--- src/rtl/pio_pkg.sv ---
package pio_pkg;
  localparam int NUM_ATTR = 8;
  typedef enum logic [2:0] {
    A_OE, A_ODRN, A_PULL, A_FILT, A_OWN, A_IMSK, A_DOUT, A_PSEL
  } attr_e;
  // attributes whose reset state is all ones: pull-up, ownership
  localparam logic [NUM_ATTR-1:0] RST_ONES = 8'b0001_0100;
  localparam logic [1:0] SLOT_SET  = 2'd0;
  localparam logic [1:0] SLOT_CLR  = 2'd1;
  localparam logic [1:0] SLOT_STAT = 2'd2;
  localparam int LVL_OFS = 'h80;
  localparam int CHG_OFS = 'h84;
endpackage

--- src/rtl/pio_set_clr_reg.sv ---
module pio_set_clr_reg #(
  parameter int W       = 32,
  parameter bit RST_ONE = 1'b0
) (
  input  logic         clk_i,
  input  logic         rst_ni,
  input  logic         set_i,
  input  logic         clr_i,
  input  logic [W-1:0] mask_i,
  output logic [W-1:0] q_o
);
  always_ff @(posedge clk_i or negedge rst_ni) begin
    if (!rst_ni)     q_o <= {W{RST_ONE}};
    else if (set_i)  q_o <= q_o | mask_i;
    else if (clr_i)  q_o <= q_o & ~mask_i;
  end
endmodule

--- src/rtl/pio_in_filter.sv ---
module pio_in_filter #(
  parameter int W = 32
) (
  input  logic         clk_i,
  input  logic         rst_ni,
  input  logic [W-1:0] pin_i,
  input  logic [W-1:0] flt_en_i,
  output logic [W-1:0] lvl_o,
  output logic [W-1:0] chg_o
);
  logic [W-1:0] s1_q, s2_q, s2_d_q, filt_q, prev_q;
  logic [W-1:0] stable;

  assign stable = ~(s2_q ^ s2_d_q);

  always_ff @(posedge clk_i or negedge rst_ni) begin
    if (!rst_ni) begin
      s1_q   <= '0;
      s2_q   <= '0;
      s2_d_q <= '0;
      filt_q <= '0;
      prev_q <= '0;
    end else begin
      s1_q   <= pin_i;
      s2_q   <= s1_q;
      s2_d_q <= s2_q;
      // filtered pins take a new level only after two equal samples
      filt_q <= (s2_q & (~flt_en_i | stable)) | (filt_q & flt_en_i & ~stable);
      prev_q <= filt_q;
    end
  end

  assign lvl_o = s2_q;
  assign chg_o = filt_q ^ prev_q;
endmodule

--- src/rtl/pio_pad_mux.sv ---
module pio_pad_mux #(
  parameter int W = 32
) (
  input  logic [W-1:0] own_i,
  input  logic [W-1:0] psel_i,
  input  logic [W-1:0] dout_i,
  input  logic [W-1:0] oe_i,
  input  logic [W-1:0] odrn_i,
  input  logic [W-1:0] pa_out_i,
  input  logic [W-1:0] pa_oe_i,
  input  logic [W-1:0] pb_out_i,
  input  logic [W-1:0] pb_oe_i,
  output logic [W-1:0] pad_out_o,
  output logic [W-1:0] pad_oe_o
);
  logic [W-1:0] per_out, per_oe, src_out, src_oe;

  always_comb begin
    per_out   = (psel_i & pb_out_i) | (~psel_i & pa_out_i);
    per_oe    = (psel_i & pb_oe_i)  | (~psel_i & pa_oe_i);
    src_out   = (own_i & dout_i) | (~own_i & per_out);
    src_oe    = (own_i & oe_i)   | (~own_i & per_oe);
    pad_out_o = src_out & ~odrn_i;
    pad_oe_o  = src_oe & (~odrn_i | ~src_out);
  end
endmodule

--- src/rtl/pio_ctrl.sv ---
module pio_ctrl
  import pio_pkg::*;
#(
  parameter int NPINS = 32,
  parameter int AW    = 8
) (
  input  logic             clk_i,
  input  logic             rst_ni,
  input  logic             bus_sel_i,
  input  logic             bus_we_i,
  input  logic [AW-1:0]    bus_addr_i,
  input  logic [NPINS-1:0] bus_wdata_i,
  output logic [NPINS-1:0] bus_rdata_o,
  input  logic [NPINS-1:0] pin_i,
  input  logic [NPINS-1:0] pa_out_i,
  input  logic [NPINS-1:0] pa_oe_i,
  input  logic [NPINS-1:0] pb_out_i,
  input  logic [NPINS-1:0] pb_oe_i,
  output logic [NPINS-1:0] pad_out_o,
  output logic [NPINS-1:0] pad_oe_o,
  output logic [NPINS-1:0] pad_pu_o,
  output logic             irq_o
);
  logic [NUM_ATTR-1:0][NPINS-1:0] attr_q;
  logic [NPINS-1:0] lvl, chg, isr_q;
  logic       acc_ok, in_attr, wr, rd, rd_chg;
  logic [2:0] idx;
  logic [1:0] slot;

  assign acc_ok  = bus_sel_i && (bus_addr_i[1:0] == 2'b00);
  assign in_attr = (bus_addr_i[AW-1:7] == '0);
  assign idx     = bus_addr_i[6:4];
  assign slot    = bus_addr_i[3:2];
  assign wr      = acc_ok && bus_we_i && in_attr;
  assign rd      = acc_ok && !bus_we_i;
  assign rd_chg  = rd && (bus_addr_i == AW'(CHG_OFS));

  for (genvar k = 0; k < NUM_ATTR; k++) begin : g_attr
    pio_set_clr_reg #(.W(NPINS), .RST_ONE(RST_ONES[k])) i_reg (
      .clk_i  (clk_i),
      .rst_ni (rst_ni),
      .set_i  (wr && (idx == 3'(k)) && (slot == SLOT_SET)),
      .clr_i  (wr && (idx == 3'(k)) && (slot == SLOT_CLR)),
      .mask_i (bus_wdata_i),
      .q_o    (attr_q[k])
    );
  end

  pio_in_filter #(.W(NPINS)) i_filter (
    .clk_i    (clk_i),
    .rst_ni   (rst_ni),
    .pin_i    (pin_i),
    .flt_en_i (attr_q[A_FILT]),
    .lvl_o    (lvl),
    .chg_o    (chg)
  );

  // clear on read, but a change landing on the same edge survives
  always_ff @(posedge clk_i or negedge rst_ni) begin
    if (!rst_ni) isr_q <= '0;
    else         isr_q <= (rd_chg ? '0 : isr_q) | chg;
  end

  always_comb begin
    bus_rdata_o = '0;
    if (rd) begin
      if (in_attr && slot == SLOT_STAT)            bus_rdata_o = attr_q[idx];
      else if (bus_addr_i == AW'(LVL_OFS))         bus_rdata_o = lvl;
      else if (bus_addr_i == AW'(CHG_OFS))         bus_rdata_o = isr_q;
    end
  end

  pio_pad_mux #(.W(NPINS)) i_mux (
    .own_i     (attr_q[A_OWN]),
    .psel_i    (attr_q[A_PSEL]),
    .dout_i    (attr_q[A_DOUT]),
    .oe_i      (attr_q[A_OE]),
    .odrn_i    (attr_q[A_ODRN]),
    .pa_out_i  (pa_out_i),
    .pa_oe_i   (pa_oe_i),
    .pb_out_i  (pb_out_i),
    .pb_oe_i   (pb_oe_i),
    .pad_out_o (pad_out_o),
    .pad_oe_o  (pad_oe_o)
  );

  assign pad_pu_o = attr_q[A_PULL];
  assign irq_o    = |(isr_q & attr_q[A_IMSK]);
endmodule

--- config.mk ---
export PLATFORM = sky130hd
export DESIGN_NAME = pio_ctrl
export DESIGN_NICKNAME = d
export VERILOG_FILES = /design/src/rtl/pio_pkg.sv /design/src/rtl/pio_set_clr_reg.sv /design/src/rtl/pio_in_filter.sv /design/src/rtl/pio_pad_mux.sv /design/src/rtl/pio_ctrl.sv
export SDC_FILE = /design/constraint.sdc
export NUM_CORES = 1
export LEC_CHECK = 0
export ABC_AREA = 1
export BUFFER_PORTS_ARGS = -buffer_cell sky130_fd_sc_hd__buf_4
export CORE_MARGIN = 1.5
export CORE_UTILIZATION = 39
export DETAILED_ROUTE_END_ITERATION = 12
export PLACE_DENSITY = 0.58
export SLEW_MARGIN = 20
export SYNTH_ARGS = -nofsm -noshare
export SYNTH_HDL_FRONTEND = slang
export SYNTH_SLANG_ARGS = --single-unit
--- constraint.sdc ---
create_clock -name clk_i -period 1.9 [get_ports clk_i]
set_clock_uncertainty 0.1 [all_clocks]
set_input_delay 0.38 -clock clk_i [delete_from_list [all_inputs] [get_ports clk_i]]
set_output_delay 0.38 -clock clk_i [all_outputs]
set_load 0.01 [all_outputs]
==> run_results.csv <==
group,metric,value,unit
outcome,outcome,"complete, but fails checks",
outcome,violations,"setup timing",
route,wirelength,100500,µm
clock_tree,clockBufferDepth,3,
setup_path,critPathArrivalTime,1.96,ns
grt,grt_overflow,0,
floorplanning,io_pins,333,
route,wl_per_cell,21.85,µm
power_and_ir_drop,cellInternalPower,18.37,mW
logic_synthesis,netlist.area_leader.share,0.4028,
logic_synthesis,synth_nets,3447,
route,first_pass_iters,6,
timing,worst_pin_slew,0.7449,ns
route,final_antenna_net_count,0,
route,drc,0,
layout,area_growth,42.28,%
placed_design,dpl_cell_area,29020,µm²
timing,tns,-32.99,ns
power_and_ir_drop,power.density,741.3,nW/µm²
logic_synthesis,synth_common_cells,"1184 x nand2_1, 384 x dfrtp_1, 321 x nand4_1",
placed_design,port_buffers,332,
logic_synthesis,yosysUniqueCellTypes,29,
setup_path,path_class,"flop to output pin",
logic_synthesis,synth-edff-count,0,
placed_design,place.gp.congestion,1.006,
power_and_ir_drop,ir_worst_vdd,0.6691,mV
floorplanning,die_area,62660,µm²
clock_tree,numCtsBuffers,52,
logic_synthesis,synth_most_common_cell,"nand2_1",
route,wl_met2,43170,µm
setup_path,crit_path_cell_trace,"inv_2, nand2_1, o21ai_1, buf_4, nand2_1, nand3_2, nand2_2, nor2_4, nor2_4, buf_6",
logic_synthesis,synth_top_cell_by_area,"dfrtp_1",
floorplanning,rows,90,
logic_synthesis,yosysSeqAreaShare,0.4733,
setup_path,critPathSlowestCell,"dfrtp_1",
grt,grt_pass1_vias,24304,
logic_synthesis,yosys_warnings,0,
route,wl_met1,44390,µm
placed_design,hpwl,70990,µm
clock_tree,cts.sinks,448,
setup_path,crit_required,1.42,ns
timing,setup_viol,101,
timing,worst_slack,-0.5360,ns
flow_run,drv_cap,0,
setup_path,crit_fanout,2,
grt,grt_usage,0.3161,
route,drt_iter0_markers,2616,
logic_synthesis,ys_top_cells_by_area,"dfrtp_1 40%, nand2_1 19%, nand4_1 8.4%, dfstp_2 7.0%, nor2_1 4.2%",
power_and_ir_drop,total_power,25.16,mW
floorplanning,die_h,250.3,µm
clock_tree,h-tree-depth,2,
layout,stdcell_area,33940,µm²
floorplanning,die_w,250.3,µm
logic_synthesis,syn_area,23850,µm²
route,dr_wl_met3,10460,µm
clock_tree,clk_pin_slew,0.06,ns
setup_path,max_stage_delay,0.39,ns
clock_tree,clockRootBuffer,"clkbuf_16",
power_and_ir_drop,p_clk_frac,0.450,
route,vias_per_cell,5.500,
setup_path,cp-start-kind,"flop",
route,vias,25293,
timing,slew_viol_final,0,
floorplanning,initial_core_util,0.3952,
grt,grt_max_degree,71,
logic_synthesis,ys_ff_latch,448,
timing,fmax,0.4105,GHz
power_and_ir_drop,p_sw_frac,0.2698,
logic_synthesis,syn_inst,3243,
timing,min_period,2.436,ns
clock_tree,cts_tree,"built",
timing,rsz0062_at_grt,"true",
layout,finalNetCount,3979,
worst_hold_path,hp-class,"primary input to flop",
layout,n_antenna_cell,0,
timing,hold_violations,0,
route,maxUsedRoutingLayer,"met5",
power_and_ir_drop,power_frac_seq,0.405,
logic_synthesis,synth-async-reset-ratio,1.000,
timing,slew-limit-headroom,0.5034,
logic_synthesis,syn_area_per_cell,7.356,µm²
floorplanning,core_area,60360,µm²
layout,num-fill-cells,5546,
layout,drive_above_1_share,0.3262,
power_and_ir_drop,p_comb_frac,0.145,
logic_synthesis,yosys_most_used_dff,"dfrtp_1",
setup_path,end_kind,"output pin",
grt,antenna_found_initial,4,
grt,grt_pass1_wl,151100,µm
power_and_ir_drop,leakagePower,16.14,nW
timing,fin_crit_sh,1.282,
clock_tree,worstSkewPairLatency,0.63,ns
power_and_ir_drop,switchingPower,6.787,mW
==> cells in the final DEF, fill, tap and decap left out, types with 11 or more instances in the layout <==
cell type | Yosys | layout
nand2_1 | 1184 | 1122
buf_4 | 45 | 514
dfrtp_1 | 384 | 370
nand4_1 | 321 | 321
nor2_1 | 268 | 190
inv_1 | 235 | 159
buf_6 | 0 | 113
o21ai_0 | 183 | 95
nand3_1 | 145 | 89
inv_2 | 7 | 70
dfstp_2 | 64 | 64
dlygate4sd3_1 | 0 | 64
buf_12 | 0 | 61
nand2_2 | 4 | 60
o21ai_1 | 2 | 58
clkbuf_16 | 0 | 53
nand3_2 | 0 | 47
nor2_2 | 9 | 46
nor2_4 | 5 | 46
o211ai_1 | 32 | 32
xnor2_1 | 32 | 32
o21ai_2 | 0 | 28
a21oi_2 | 0 | 27
dfrtp_2 | 0 | 14
nor3_2 | 1 | 12
clkbuf_8 | 0 | 12
inv_4 | 1 | 11
==> critical path: cells and delay by family (launching register included) <==
family | cells | cell delay, ns
and+or+nand+nor | 6 | 0.55
DFF | 1 | 0.39
AOI/OAI and AO/OA | 1 | 0.09
buffers and inverters | 3 | 0.31
==> kinds of logic after synthesis <==
family | Yosys count | share of synthesized area
AND/OR/NAND/NOR | 1956 | 0.3536
buffers and inverters | 521 | 0.09468
flip-flops | 448 | 0.4733
AO/OA/AOI/OAI | 282 | 0.06499
XOR/XNOR | 32 | 0.01175
multiplexers | 4 | 0.001679
==> per-stage QoR <==
| step | util | std cells | hold slack [ns] | setup WS [ns] |
|---|---|---|---|---|
| final | 0.5623 | 4599 | 0.03233 | -0.5360 |
| after global routing | 0.5623 | 4599 | 0.02916 | -0.6134 |
| after CTS | 0.5452 | 4565 | 0.002482 | -0.5860 |
| after global placement | 0.4807 | 4368 | 0.1585 | -0.5343 |
| after detailed placement | 0.4807 | 4368 | 0.1606 | -0.5598 |
| after floorplan | - | 3243 | -0.01559 | 0.001558 |
==> final cells by class <==
class | count | area [µm²] | share of cell area
sequential | 448 | 11310 | 0.3332
inverter | 243 | 953.4 | 0.02809
clock inverter | 21 | 396.6 | 0.01169
multi-input combinational | 2274 | 11720 | 0.3453
timing repair buffer | 756 | 7053 | 0.2078
tap | 782 | 978.4 | 0.02883
clock buffer | 75 | 1529 | 0.04505
==> worst paths after layout <==
check | startpoint | endpoint | slack (ns) | cells past startpoint
max in group asynchronous | rst_ni | asynchronous set/reset pin | 0.80 | 4
setup reg to reg | i_filter.filt_q[13]$_DFF_PN0_ | isr_q[13]$_DFF_PN0_ | 0.71 | 2
hold / removal | bus_wdata_i[25] | flop | 0.03 | 3
setup / recovery | flop | bus_rdata_o[14] | -0.54 | 10
hold reg to reg | i_filter.s1_q[7]$_DFF_PN0_ | i_filter.lvl_o[7]$_DFF_PN0_ | 0.25 | 0
min in group asynchronous | rst_ni | asynchronous set/reset pin | 0.12 | 2
==> timing repair <==
item,4_1_cts,5_1_grt
hold buffers,64,0
hold endpoints to repair,373,0
pin swaps,126,132
buffers inserted,46,47
endpoints found under the setup margin,103,108
resized for setup,400,242
==> per-layer routing <==
layer / GRT usage / vias up
met3: 0.07700 / 158
met4: 0.08623 / 6
met1: 0.4643 / 12324
met5: 0 / -
li1: - / 11581
met2: 0.4611 / 1224
==> power by group through the flow <==
stage	logic, mW	registers (mW)	clock network [mW]
global placement	3.04	10.3	0
finish	3.65	10.2	11.3
global route	3.91	10.2	11.8
floorplan	1.35	10.2	0
detailed placement	3.06	10.3	0
CTS	3.42	10.2	11.5
Power figures use the tool's default switching activity.
